### config.mk
export PLATFORM = sky130hd
export DESIGN_NAME = sae_loop_engine
export DESIGN_NICKNAME = d
export VERILOG_FILES = /design/src/rtl/sae_pkg.sv /design/src/rtl/sae_phase_acc.sv /design/src/rtl/sae_addr_gen.sv /design/src/rtl/sae_loop_engine.sv
export SDC_FILE = /design/constraint.sdc
export NUM_CORES = 1
export LEC_CHECK = 0
export ABC_CLOCK_PERIOD_IN_PS = 9200
export CAP_MARGIN = 10
export CELL_PAD_IN_SITES_DETAIL_PLACEMENT = 0
export CELL_PAD_IN_SITES_GLOBAL_PLACEMENT = 1
export CORE_ASPECT_RATIO = 0.5
export CORE_MARGIN = 5
export CORE_UTILIZATION = 42
export DETAILED_ROUTE_END_ITERATION = 10
export PLACE_DENSITY_LB_ADDON = 0.1
export REMOVE_ABC_BUFFERS = 1
export SLEW_MARGIN = 25
export SYNTH_ARGS = -nofsm -noshare
export SYNTH_HDL_FRONTEND = slang
export SYNTH_SLANG_ARGS = --single-unit
export TNS_END_PERCENT = 30
### constraint.sdc
create_clock -name clk -period 9.2 [get_ports clk]
set_input_delay 1.84 -clock clk [delete_from_list [all_inputs] [get_ports clk]]
set_output_delay 1.84 -clock clk [all_outputs]
set_load 0.01 [all_outputs]
### src/rtl/sae_pkg.sv
// Shared types for the looping sample address engine.
// Assumes two format bits; frame size is a power of two up to 4 bytes.
package sae_pkg;

    typedef enum logic [1:0] {
        FMT_M8  = 2'd0,   // 8-bit mono, 1 byte per frame
        FMT_M16 = 2'd1,   // 16-bit mono, 2 bytes per frame
        FMT_S8  = 2'd2,   // 8-bit stereo, 2 bytes per frame
        FMT_S16 = 2'd3    // 16-bit stereo, 4 bytes per frame
    } smp_fmt_e;

    // log2 of the bytes per frame for a format
    function automatic logic [1:0] fmt_shift(smp_fmt_e f);
        case (f)
            FMT_M8:  return 2'd0;
            FMT_S16: return 2'd2;
            default: return 2'd1;
        endcase
    endfunction

endpackage

### src/rtl/sae_phase_acc.sv
// Fixed-point position accumulator with single-subtraction loop wrap.
// Holds an OFS_W.FRAC_W position, adds the step on each tick, and
// subtracts the loop end once when the advanced offset reaches it.
// Assumes a nonzero loop end is large enough (>= 16 for a 4.12 step)
// that one subtraction lands inside the loop. Loop end zero = free run.
module sae_phase_acc #(
    parameter int OFS_W  = 16,
    parameter int FRAC_W = 12,
    parameter int STEP_W = 16
) (
    input  logic              clk,
    input  logic              rst_n,
    input  logic              load_i,
    input  logic [OFS_W-1:0]  ld_ofs_i,
    input  logic [FRAC_W-1:0] ld_frac_i,
    input  logic              tick_i,
    input  logic [STEP_W-1:0] step_i,
    input  logic [OFS_W-1:0]  end_i,
    output logic [OFS_W-1:0]  ofs_o,
    output logic [FRAC_W-1:0] frac_o,
    output logic              wrap_o
);
    localparam int POS_W = OFS_W + FRAC_W;
    localparam int SUM_W = POS_W + 1;
    localparam int SO_W  = OFS_W + 1;

    logic [OFS_W-1:0]  ofs_q;
    logic [FRAC_W-1:0] frac_q;
    logic              wrap_q;
    logic [SUM_W-1:0]  sum;
    logic [SO_W-1:0]   sum_ofs;
    logic              hit;
    logic [OFS_W-1:0]  nxt_ofs;

    // Advanced position and the wrap decision for the next tick
    always_comb begin
        sum     = {1'b0, ofs_q, frac_q} + SUM_W'(step_i);
        sum_ofs = sum[SUM_W-1:FRAC_W];
        hit     = (end_i != '0) && (sum_ofs >= {1'b0, end_i});
        nxt_ofs = hit ? OFS_W'(sum_ofs - {1'b0, end_i}) : sum_ofs[OFS_W-1:0];
    end

    // Position register: load beats tick, idle holds
    always_ff @(posedge clk) begin
        if (!rst_n) begin
            ofs_q  <= '0;
            frac_q <= '0;
            wrap_q <= 1'b0;
        end else if (load_i) begin
            ofs_q  <= ld_ofs_i;
            frac_q <= ld_frac_i;
            wrap_q <= 1'b0;
        end else if (tick_i) begin
            ofs_q  <= nxt_ofs;
            frac_q <= sum[FRAC_W-1:0];
            wrap_q <= hit;
        end else begin
            wrap_q <= 1'b0;
        end
    end

    assign ofs_o  = ofs_q;
    assign frac_o = frac_q;
    assign wrap_o = wrap_q;

    assert_load_takes_R2: assert property (@(posedge clk) disable iff (!rst_n)
        load_i |=> (ofs_q == $past(ld_ofs_i)) && (frac_q == $past(ld_frac_i)) && !wrap_q);

    assert_idle_holds_R4: assert property (@(posedge clk) disable iff (!rst_n)
        (!load_i && !tick_i) |=> $stable(ofs_q) && $stable(frac_q) && !wrap_q);

    assert_wrap_inside_R5: assert property (@(posedge clk) disable iff (!rst_n)
        (wrap_q && end_i >= OFS_W'(16)) |-> (ofs_q < end_i));

    assert_no_wrap_free_R6: assert property (@(posedge clk) disable iff (!rst_n)
        (end_i == '0) |=> !wrap_q);

endmodule

### src/rtl/sae_addr_gen.sv
// Byte address of the current frame: aligned start + offset * frame size.
// Drops the start address bits below the frame size. Result wraps
// modulo 2^ADDR_W. Purely combinational; clock is used by checks only.
module sae_addr_gen
    import sae_pkg::*;
#(
    parameter int OFS_W  = 16,
    parameter int ADDR_W = 31
) (
    input  logic              clk,
    input  logic              rst_n,
    input  logic [ADDR_W-1:0] base_i,
    input  smp_fmt_e          fmt_i,
    input  logic [OFS_W-1:0]  ofs_i,
    output logic [ADDR_W-1:0] addr_o
);
    logic [1:0]        sh;
    logic [ADDR_W-1:0] mask;

    // Align the start and add the scaled offset
    always_comb begin
        sh     = fmt_shift(fmt_i);
        mask   = (ADDR_W'(1) << sh) - ADDR_W'(1);
        addr_o = (base_i & ~mask) + (ADDR_W'(ofs_i) << sh);
    end

    assert_align_s16_R9: assert property (@(posedge clk) disable iff (!rst_n)
        (fmt_i == FMT_S16) |-> (addr_o[1:0] == 2'b00));

    assert_step_m8_R8: assert property (@(posedge clk) disable iff (!rst_n)
        ((fmt_i == FMT_M8) && $stable(fmt_i) && $stable(base_i)
         && (ofs_i == $past(ofs_i) + OFS_W'(1)))
        |-> (addr_o == $past(addr_o) + ADDR_W'(1)));

endmodule

### src/rtl/sae_loop_engine.sv
// Top of the looping sample address engine for one playback channel.
// Holds the channel configuration captured on load, drives the position
// accumulator and address generator, and derives the mid-loop level.
module sae_loop_engine
    import sae_pkg::*;
#(
    parameter int OFS_W  = 16,
    parameter int FRAC_W = 12,
    parameter int STEP_W = 16,
    parameter int ADDR_W = 31
) (
    input  logic              clk,
    input  logic              rst_n,
    input  logic              load_i,
    input  logic              load_frac_vld_i,
    input  logic [OFS_W-1:0]  load_ofs_i,
    input  logic [FRAC_W-1:0] load_frac_i,
    input  logic [STEP_W-1:0] load_step_i,
    input  logic [OFS_W-1:0]  load_end_i,
    input  logic [ADDR_W-1:0] load_base_i,
    input  logic [1:0]        load_fmt_i,
    input  logic              tick_i,
    output logic [OFS_W-1:0]  ofs_o,
    output logic [FRAC_W-1:0] frac_o,
    output logic [ADDR_W-1:0] addr_o,
    output logic              loop_wrap_o,
    output logic              loop_mid_o
);
    logic [STEP_W-1:0] step_q;
    logic [OFS_W-1:0]  end_q;
    logic [ADDR_W-1:0] base_q;
    smp_fmt_e          fmt_q;
    logic [FRAC_W-1:0] ld_frac;
    logic [OFS_W-1:0]  ofs;

    // Channel configuration captured on load
    always_ff @(posedge clk) begin
        if (!rst_n) begin
            step_q <= '0;
            end_q  <= '0;
            base_q <= '0;
            fmt_q  <= FMT_M8;
        end else if (load_i) begin
            step_q <= load_step_i;
            end_q  <= load_end_i;
            base_q <= load_base_i;
            fmt_q  <= smp_fmt_e'(load_fmt_i);
        end
    end

    // Fraction defaults to zero when the loader supplies none
    always_comb ld_frac = load_frac_vld_i ? load_frac_i : '0;

    sae_phase_acc #(.OFS_W(OFS_W), .FRAC_W(FRAC_W), .STEP_W(STEP_W)) acc_i (
        .clk      (clk),
        .rst_n    (rst_n),
        .load_i   (load_i),
        .ld_ofs_i (load_ofs_i),
        .ld_frac_i(ld_frac),
        .tick_i   (tick_i),
        .step_i   (step_q),
        .end_i    (end_q),
        .ofs_o    (ofs),
        .frac_o   (frac_o),
        .wrap_o   (loop_wrap_o)
    );

    sae_addr_gen #(.OFS_W(OFS_W), .ADDR_W(ADDR_W)) agen_i (
        .clk   (clk),
        .rst_n (rst_n),
        .base_i(base_q),
        .fmt_i (fmt_q),
        .ofs_i (ofs),
        .addr_o(addr_o)
    );

    // Second-half-of-loop level; disabled when looping is off
    always_comb loop_mid_o = (end_q != '0) && (ofs >= (end_q >> 1));

    assign ofs_o = ofs;

    assert_mid_past_end_R7: assert property (@(posedge clk) disable iff (!rst_n)
        ((end_q != '0) && (ofs >= end_q)) |-> loop_mid_o);

    assert_mid_off_free_R6: assert property (@(posedge clk) disable iff (!rst_n)
        (end_q == '0) |-> !loop_mid_o);

    assert_frac_zero_R2: assert property (@(posedge clk) disable iff (!rst_n)
        (load_i && !load_frac_vld_i) |=> (frac_o == '0));

endmodule

* After elaboration in Yosys (flattened, before gate mapping)
Cells that the tools add are included.
** Word-level totals
- Logic and storage cells :: 33
- Input bits :: 98
- Register bits after elaboration :: 94
** Operators by class
- Reductions and logical operators :: 6
- Multiplexer cells :: 7
- Bitwise logic cells :: 4
- Add/subtract/negate cells :: 4
- $lt $le $gt $ge :: 2
- Eq/ne operators :: 1
- Shift operators :: 2
** Operators by type and width (count)
- $mux W16 :: 3
- $mux W12 :: 3
- $add A31 B31 Y31 :: 1
- $and A31 B31 Y31 :: 1
- $not A31 Y31 :: 1
- $shl A1 B2 Y31 const A :: 1
- $shl A16 B2 Y31 :: 1
- $sub A31 B2 Y31 const B :: 1
- $add A28 B16 Y29 :: 1
- $ge A17 B16 Y1 :: 1
- $ge A16 B15 Y1 :: 1
- $reduce_bool A16 Y1 :: 1
- $sub A16 B16 Y16 :: 1
- $pmux W2 S2 :: 1
- $reduce_or A3 Y1 :: 1
- $eq A2 B2 Y1 const B :: 1
- $logic_and A1 B1 Y1 :: 2
- $logic_not A2 Y1 :: 1
- $not A1 Y1 :: 2
- $reduce_bool A2 Y1 :: 1

* Logic depth before layout (Yosys ltp)
Gate-level depths: netlist (run 1).
- Word-level depth :: 7
- Depth in mapped cells :: 20
- Depth with buffers taken out :: 18

* Cells and area by module
Synthesis (run 1) repeated with hierarchy kept, for this count alone.
** Second synthesis, totals
- Cells, all modules :: 1012
- Area total of the unflattened synthesis :: 8250.4 um^2
** Modules (own cells, without submodules)
- sae_phase_acc :: cells an instance 467, times used 1, seq. area each 580.6 um^2, area each 3482.1 um^2
- sae_loop_engine :: cells an instance 277, times used 1, seq. area each 1301.2 um^2, area each 2925.3 um^2
- sae_addr_gen :: cells an instance 268, times used 1, seq. area each 0.0 um^2, area each 1843.0 um^2

* Worst setup path after synthesis (run 1)
Ideal clock, no wire load.
- Path type :: register to output
- Start :: reg fmt_q[0]
- End :: out addr_o[20]
- Stages on the path, launching flop included :: 17
- Path buffers :: 3
- Path slack :: 3429 ps
- Arrival time :: 3931 ps
- Cell sequence :: dfxtp_1 inv_1 ha_1 clkbuf_1 clkbuf_1 mux2i_1 o21ai_0 ha_1 nor2b_1 o21a_1 o21ai_0 a21oi_1 and4b_1 o31ai_1 buf_2 or4b_2 nand4_1
** On the way
- Cells in the longest elaborated chain, start to end :: 7
- Elaborated cells between the ends (all ways) :: 9
** RTL lines
- start, declared :: RTL line sae_loop_engine.sv:32 : smp_fmt_e fmt_q;
- start signal, assigned :: RTL line sae_loop_engine.sv:47 : fmt_q <= smp_fmt_e'(load_fmt_i);
- $eq A2 B2 Y1 or $logic_not A2 Y1 (tied branches) :: RTL line sae_pkg.sv:14 : case (f)
- $pmux W2 S2 * :: RTL line sae_pkg.sv:14
- $shl A1 B2 Y31 :: RTL line sae_addr_gen.sv:23 : mask = (ADDR_W'(1) << sh) - ADDR_W'(1);
- $sub A31 B2 Y31 :: RTL line sae_addr_gen.sv:23
- $not A31 Y31 :: RTL line sae_addr_gen.sv:24 : addr_o = (base_i & ~mask) + (ADDR_W'(ofs_i) << sh);
- $and A31 B31 Y31 :: RTL line sae_addr_gen.sv:24
- $add A31 B31 Y31 * :: RTL line sae_addr_gen.sv:24
- end, declared :: RTL line sae_loop_engine.sv:25 : output logic [ADDR_W-1:0] addr_o,
Mark *: on every way between the ends. The rest lies on a longest branch, timed or not.

* Worst setup path after layout (run 1)
- Start :: reg fmt_q[1]
- End :: out addr_o[23]
Same word-level chain as after synthesis.

==> flow_metrics.env, run 1 <==
export IMPL_die_h_um=107
export IMPL_skew_ns=0.00744
export IMPL_grt_max_degree=65
export IMPL_cts_tree="done"
export IMPL_final_common_cell="clkdlybuf4s50_1"
export IMPL_yosysUniqueCellTypes=79
export IMPL_path_clk_slew_ns=0.07
export IMPL_synth_xor_area_share_pct=6.13
export IMPL_synth_edff_count=0
export IMPL_endpoint_kind="output pin"
export IMPL_diodes=0
export IMPL_track_usage_pct=20.5
export IMPL_r2r_start="acc_i.frac_o[0]"
export IMPL_start_util_pct=42.7
export IMPL_vdd_drop_max_uv=99.9
export IMPL_whs_path_depth=2
export IMPL_fin_nets=1226
export IMPL_r2r_end="acc_i.ofs_o[12]"
export IMPL_wire_per_inst_um=17.5
export IMPL_required_ns=7.36
export IMPL_hold_ws_ns=0.505
export IMPL_antenna_found_initial=0
export IMPL_synthCells=950
export IMPL_area_growth_synth_to_final_pct=24.2
export IMPL_path_class="reg2out"
export IMPL_ff2ff_setup_slack_ns=3.69
export IMPL_synth_fa_ha_area_share_pct=11.6
export IMPL_fillCellCount=1779
export IMPL_setup_tns_final_ns=0
export IMPL_grt_overflow=0
export IMPL_postCtsSetupRepairBufs=0
export IMPL_synth_flop_cell="dfxtp_1"
export IMPL_fin_area_um2=9750
export IMPL_rows=35
export IMPL_seqCellArea_um2=1880
export IMPL_post_dp_hpwl_mm=17.2
export IMPL_numCtsBuffers=9
export IMPL_cp_max_fo=24
export IMPL_max_freq_mhz=140
export IMPL_power_density_nw_per_um2=153
export IMPL_place_area_um2=9400
export IMPL_postRouteAntennaNets=0
export IMPL_critPathArrivalTime_ns=5.31
export IMPL_period_share_pct=77.8
export IMPL_power_leakage_nw=4.12
export IMPL_synth_avg_cell_area_um2=8.27
export IMPL_hp_class="reg2reg"
export IMPL_insertion_delay_ns=0.36
export IMPL_avgViaCountPerCell=5.52
export IMPL_io_buffers=158
export IMPL_outcome="finished, final reports clean"
export IMPL_fp_dieW_um=203
export IMPL_finalSetupViolations=0
export IMPL_numClockSinks=94
export IMPL_async_flop_share_pct=0
export IMPL_slew_headroom_pct=33.4
export IMPL_slew_viol_final=0
export IMPL_pin_count=159
export IMPL_hold_path_startpoint="base_q[18]"
export IMPL_die_area_um2=21700
export IMPL_htreeDepth=3
export IMPL_ys_seq_area_share_pct=24.0
export IMPL_totalWireLength_mm=22.8
export IMPL_grt_pass1_vias=7078
export IMPL_grt_pass1_wl_mm=36.2
export IMPL_dr_pass1_iters=5
export IMPL_worstMarginPinSlew_ns=0.999
export IMPL_finalHoldViolations=0
export IMPL_dr_total_vias=7189
export IMPL_drt_iter0_drc=341
export IMPL_synth_top_family_by_area="simple AND/OR/NAND/NOR gates"
export IMPL_gp_congestion=0.910
export IMPL_ys_ff_latch=94
export IMPL_core_um2=18400
export IMPL_drcViolationCount=0
export IMPL_cts_resized=0
export IMPL_cap_violations=0
export IMPL_yosys_area_share_simple_pct=19.1
export IMPL_synth_compound_area_share_pct=19.0
export IMPL_ys_warnings_count=0
export IMPL_hold_end="base_q[18]"
export IMPL_syn_area_um2=7850
export IMPL_synth_mux_area_share_pct=13.5
export IMPL_layout_common_cells="clkdlybuf4s50_1, nor2_1, mux2i_1, dfxtp_1, ha_1"
export IMPL_drive_gt1_share_pct=4.90
export IMPL_multi_input_area_um2=5440
export IMPL_clock_path_buffers=2
export IMPL_rsz0062_at_grt="no"
export IMPL_reg2regPathDepth=18
export IMPL_cts_root_buf="clkbuf_16"
export IMPL_startpoint_type="register"
export IMPL_period_needed_ns=7.15
export IMPL_ctsHoldBuffers=0
Yosys cell counts, drive strengths merged (24+ instances only):
cell type / n / area share, %
nor3: 24 / 1.5
o21ai: 27 / 1.8
nor2: 131 / 6.3
inv: 44 / 2.1
mux2i: 98 / 12
a21oi: 62 / 4.0
ha: 68 / 11
xnor2: 33 / 3.7
dfxtp: 94 / 24
nand2: 35 / 1.7
clkbuf: 59 / 3.8
flip-flops by register name, indices dropped and copies added (netlist names):
signal,cells
base_q,31
acc_i.ofs_o,16
end_q,16
step_q,16
acc_i.frac_o,12
fmt_q,2
acc_i.wrap_o,1
stage by stage:
step                worst slack, ns  util (%)  instances  power (mW)
CTS                            2.03      53.0       1302        1.51
floorplan                      3.32         -        884       0.832
detailed placement             2.45      51.1       1286        1.06
finish                         2.05      53.0       1302        1.50
global route                   1.73      53.0       1302        1.59
global placement               2.52      51.1       1286        1.06
cells by family after synthesis:
logic type                 count (synthesis)
buffers and inverters                    110
and+or+nand+nor                          303
DFF                                       94
xor gates and xnor gates                  55
AOI/OAI and AO/OA                        215
adders and majority gates                 71
muxes                                    102
report_power, final:
| group | total, mW | internal [mW] | switching, mW |
|---|---|---|---|
| registers | 0.476 | 0.435 | 0.0409 |
| logic | 0.580 | 0.287 | 0.293 |
| clock network | 0.440 | 0.276 | 0.164 |
metal layers:
| metal | share of wire (%) | GRT usage (%) |
|---|---|---|
| met4 | 1.5 | 5.15 |
| met1 | 49 | 27.4 |
| met2 | 45 | 33.5 |
| met5 | 0 | 0 |
| met3 | 4.6 | 4.71 |
critical path, stage by stage (launching register included):
cell,delay (ns)
dfxtp_1,0.37
inv_1,0.06
ha_1,0.91
mux4_2,0.62
ha_1,0.36
o21a_1,0.18
o21a_1,0.20
a211o_1,0.30
a41oi_1,0.43
o31ai_1,0.21
o41ai_4,0.47
nor2_1,0.10
xor2_1,0.16
clkdlybuf4s50_1,0.56
how the worst max path moves through the flow:
stage              from         end  slack (ns)
2_1_floorplan  fmt_q[0]  addr_o[22]        3.32
3_3_place_gp   fmt_q[0]  addr_o[25]        2.52
3_5_place_dp   fmt_q[0]  addr_o[25]        2.45
4_1_cts        fmt_q[1]  addr_o[25]        2.03
5_1_grt        fmt_q[0]  addr_o[30]        1.73
6_report       fmt_q[1]  addr_o[23]        2.05
layout make-up:
class                   count  area share [%]
flip-flops and latches     94            19.3
inverters                  44            1.69
clock buffers              14            3.02
multi-input cells         746            55.8
repair buffers            162            16.5
well taps                 240            3.08
clock inverters             2           0.616
Power figures use the tool's default switching activity.
==> run 2: changes to the inputs <==
--- a/config.mk
+++ b/config.mk
@@ -5,13 +5,13 @@
 export SDC_FILE = /design/constraint.sdc
 export NUM_CORES = 1
 export LEC_CHECK = 0
-export ABC_CLOCK_PERIOD_IN_PS = 9200
+export ABC_CLOCK_PERIOD_IN_PS = 7400
 export CAP_MARGIN = 10
 export CELL_PAD_IN_SITES_DETAIL_PLACEMENT = 0
 export CELL_PAD_IN_SITES_GLOBAL_PLACEMENT = 1
 export CORE_ASPECT_RATIO = 0.5
 export CORE_MARGIN = 5
-export CORE_UTILIZATION = 42
+export CORE_UTILIZATION = 39
 export DETAILED_ROUTE_END_ITERATION = 10
 export PLACE_DENSITY_LB_ADDON = 0.1
 export REMOVE_ABC_BUFFERS = 1
==> constraint.sdc (replaced) <==
create_clock -name clk -period 7.4 [get_ports clk]
set_input_delay 1.48 -clock clk [delete_from_list [all_inputs] [get_ports clk]]
set_output_delay 1.48 -clock clk [all_outputs]
set_load 0.01 [all_outputs]
==> run 2 against run 1 <==
Net effect:
- clock-buffer cell count shrank 1
- clock power grew 16%
- largest power group unchanged
- non-clock buffer count is 3 higher
- largest cell class unchanged
- setup slack got worse by 1.4 ns
- critical endpoint is now addr_o[25]
- sequential share of layout area is essentially flat
- highest routed layer unchanged
- die area rose by 7.1%
- power increased by 22%
==> flow_metrics.env, run 2 (synthesis results as in run 1) <==
export IMPL_hp_class="reg2reg"
export IMPL_cts_resized=0
export IMPL_finalHoldViolations=0
export IMPL_slew_viol_final=0
export IMPL_critPathLaunch="fmt_q[0]"
export IMPL_fillCellCount=1876
export IMPL_gp_congestion=0.882
export IMPL_endpoint="addr_o[25]"
export IMPL_r2r_start="acc_i.frac_o[0]"
export IMPL_post_dp_hpwl_mm=17.6
export IMPL_cap_violations=0
export IMPL_gr_usage_met2_pct=33.4
export IMPL_die_area_um2=23200
export IMPL_critPathArrivalTime_ns=5.25
export IMPL_drt_iter0_drc=348
export IMPL_totalWireLength_mm=23.2
export IMPL_finalSetupViolations=0
export IMPL_power_leakage_nw=4.11
export IMPL_grt_pass1_wl_mm=37.4
export IMPL_postRouteAntennaNets=0
export IMPL_layout_common_cells="clkdlybuf4s50_1, nor2_1, mux2i_1, dfxtp_1, ha_1"
export IMPL_endpoint_kind="output pin"
export IMPL_numClockSinks=94
export IMPL_dr_total_vias=7223
export IMPL_worstMarginPinSlew_ns=0.977
export IMPL_top_register="base_q"
export IMPL_antenna_found_initial=0
export IMPL_fin_area_um2=9770
export IMPL_numCtsBuffers=9
export IMPL_htreeDepth=3
export IMPL_path_class="reg2out"
export IMPL_max_freq_mhz=149
export IMPL_rsz0062_at_grt="no"
export IMPL_ff2ff_setup_slack_ns=1.80
export IMPL_fp_dieW_um=211
export IMPL_skew_ns=0.00635
export IMPL_cts_tree="done"
export IMPL_path_clk_slew_ns=0.06
export IMPL_largest_reg_flops=31
export IMPL_wire_per_inst_um=17.4
export IMPL_drive_gt1_share_pct=4.88
export IMPL_grt_busiest_layer="met2"
export IMPL_insertion_delay_ns=0.35
export IMPL_avgViaCountPerCell=5.43
export IMPL_grt_overflow=0
export IMPL_pin_count=159
export IMPL_start_util_pct=40.0
export IMPL_gr_usage_met3_pct=4.78
export IMPL_p_total_mw=1.83
export IMPL_setup_tns_final_ns=0
export IMPL_period_share_pct=90.9
export IMPL_startpoint_type="register"
export IMPL_met1_usage_pct=25.8
export IMPL_rows=36
export IMPL_drcViolationCount=0
export IMPL_slowest_stage="ha_1"
export IMPL_final_common_cell="clkdlybuf4s50_1"
export IMPL_dr_pass1_iters=5
export IMPL_postCtsSetupRepairBufs=0
export IMPL_r2r_end="acc_i.ofs_o[12]"
export IMPL_io_buffers=158
export IMPL_diodes=0
export IMPL_place_area_um2=9450
export IMPL_vdd_drop_max_uv=127
export IMPL_ctsHoldBuffers=0
export IMPL_area_growth_synth_to_final_pct=24.4
export IMPL_required_ns=5.92
export IMPL_power_density_nw_per_um2=187
export IMPL_slew_headroom_pct=34.9
export IMPL_grt_pass1_vias=7284
export IMPL_clock_path_buffers=2
export IMPL_cp_max_fo=24
export IMPL_reg2regPathDepth=18
export IMPL_period_needed_ns=6.73
export IMPL_core_um2=19600
export IMPL_fin_nets=1229
export IMPL_crit_path_max_incr_delay_ns=0.89
export IMPL_path_cells="inv_1 -> ha_1 -> mux4_2 -> ha_1 -> o21a_1 -> o21a_1 -> a211o_1 -> a41oi_1 -> o31ai_1 -> o41ai_4 -> nor3_1 -> xor2_1 -> clkdlybuf4s50_1"
export IMPL_grt_max_degree=55
export IMPL_cts_root_buf="clkbuf_16"
export IMPL_outcome="finished, final reports clean"
export IMPL_track_usage_pct=19.9
export IMPL_die_h_um=110
## run 2: cell types whose count changed in the layout (fill, tap and decap cells not counted), sizes merged
cell | previous run | this run
clkbuf | 14 | 13
buf | 5 | 8
clkinvlp | 0 | 1
## run 2: worst min-delay path by stage
stage	from	to	depth (start not counted)
finish	step_q[15]	step_q[15]	2
global route	base_q[10]	base_q[10]	2
CTS	base_q[0]	base_q[0]	2
detailed placement	base_q[0]	base_q[0]	2
global placement	step_q[0]	step_q[0]	2
floorplan	base_q[0]	base_q[0]	2
## run 2: layout make-up
class	instances	area (um^2)	area share (%)
clock inverter	3	67.6	0.692
clock buffer	13	250	2.56
tap	266	333	3.41
inverter	44	165	1.69
sequential	94	1880	19.3
multi-input combinational	746	5440	55.7
timing repair buffer	165	1630	16.7
## run 2: layer usage
layer  wire length [um]  up-vias
met5                  0        -
met4                400        0
met3               1300       32
met2              10500      154
met1              10900     3384
li1                   -     3653
## run 2: per-stage QoR
| step | hold slack (ns) | utilization [%] | worst slack (ns) | cells |
|---|---|---|---|---|
| 2_1_floorplan | 0.452 | - | 1.88 | 884 |
| 3_3_place_gp | 0.478 | 48.1 | 1.13 | 1315 |
| 3_5_place_dp | 0.482 | 48.1 | 1.03 | 1315 |
| 4_1_cts | 0.500 | 49.8 | 0.625 | 1331 |
| 5_1_grt | 0.528 | 49.8 | 0.273 | 1331 |
| 6_report | 0.503 | 49.8 | 0.672 | 1331 |
## run 2: report_power, final
group	internal [mW]	switching [mW]	leakage, nW
Sequential	0.541	0.0477	0.776
Clock	0.306	0.206	0.150
Combinational	0.357	0.371	3.18
## run 2: worst max-delay path: cells and delay by family (launching register included)
kind	cells	cell delay [ns]
XOR/XNOR	1	0.17
flip-flops	1	0.36
AO/OA/AOI/OAI	6	1.77
multiplexers	1	0.60
AND/OR/NAND/NOR	1	0.12
adder cells (fa/ha/maj)	2	1.25
buffers and inverters	2	0.62
==> run 3: changes to the inputs <==
--- a/config.mk
+++ b/config.mk
@@ -6,7 +6,7 @@
 export NUM_CORES = 1
 export LEC_CHECK = 0
 export ABC_CLOCK_PERIOD_IN_PS = 7400
-export CAP_MARGIN = 10
+export CAP_MARGIN = 20
 export CELL_PAD_IN_SITES_DETAIL_PLACEMENT = 0
 export CELL_PAD_IN_SITES_GLOBAL_PLACEMENT = 1
 export CORE_ASPECT_RATIO = 0.5
==> results of run 3 <==
Final layout, timing and power as in run 2 (identical DEF).
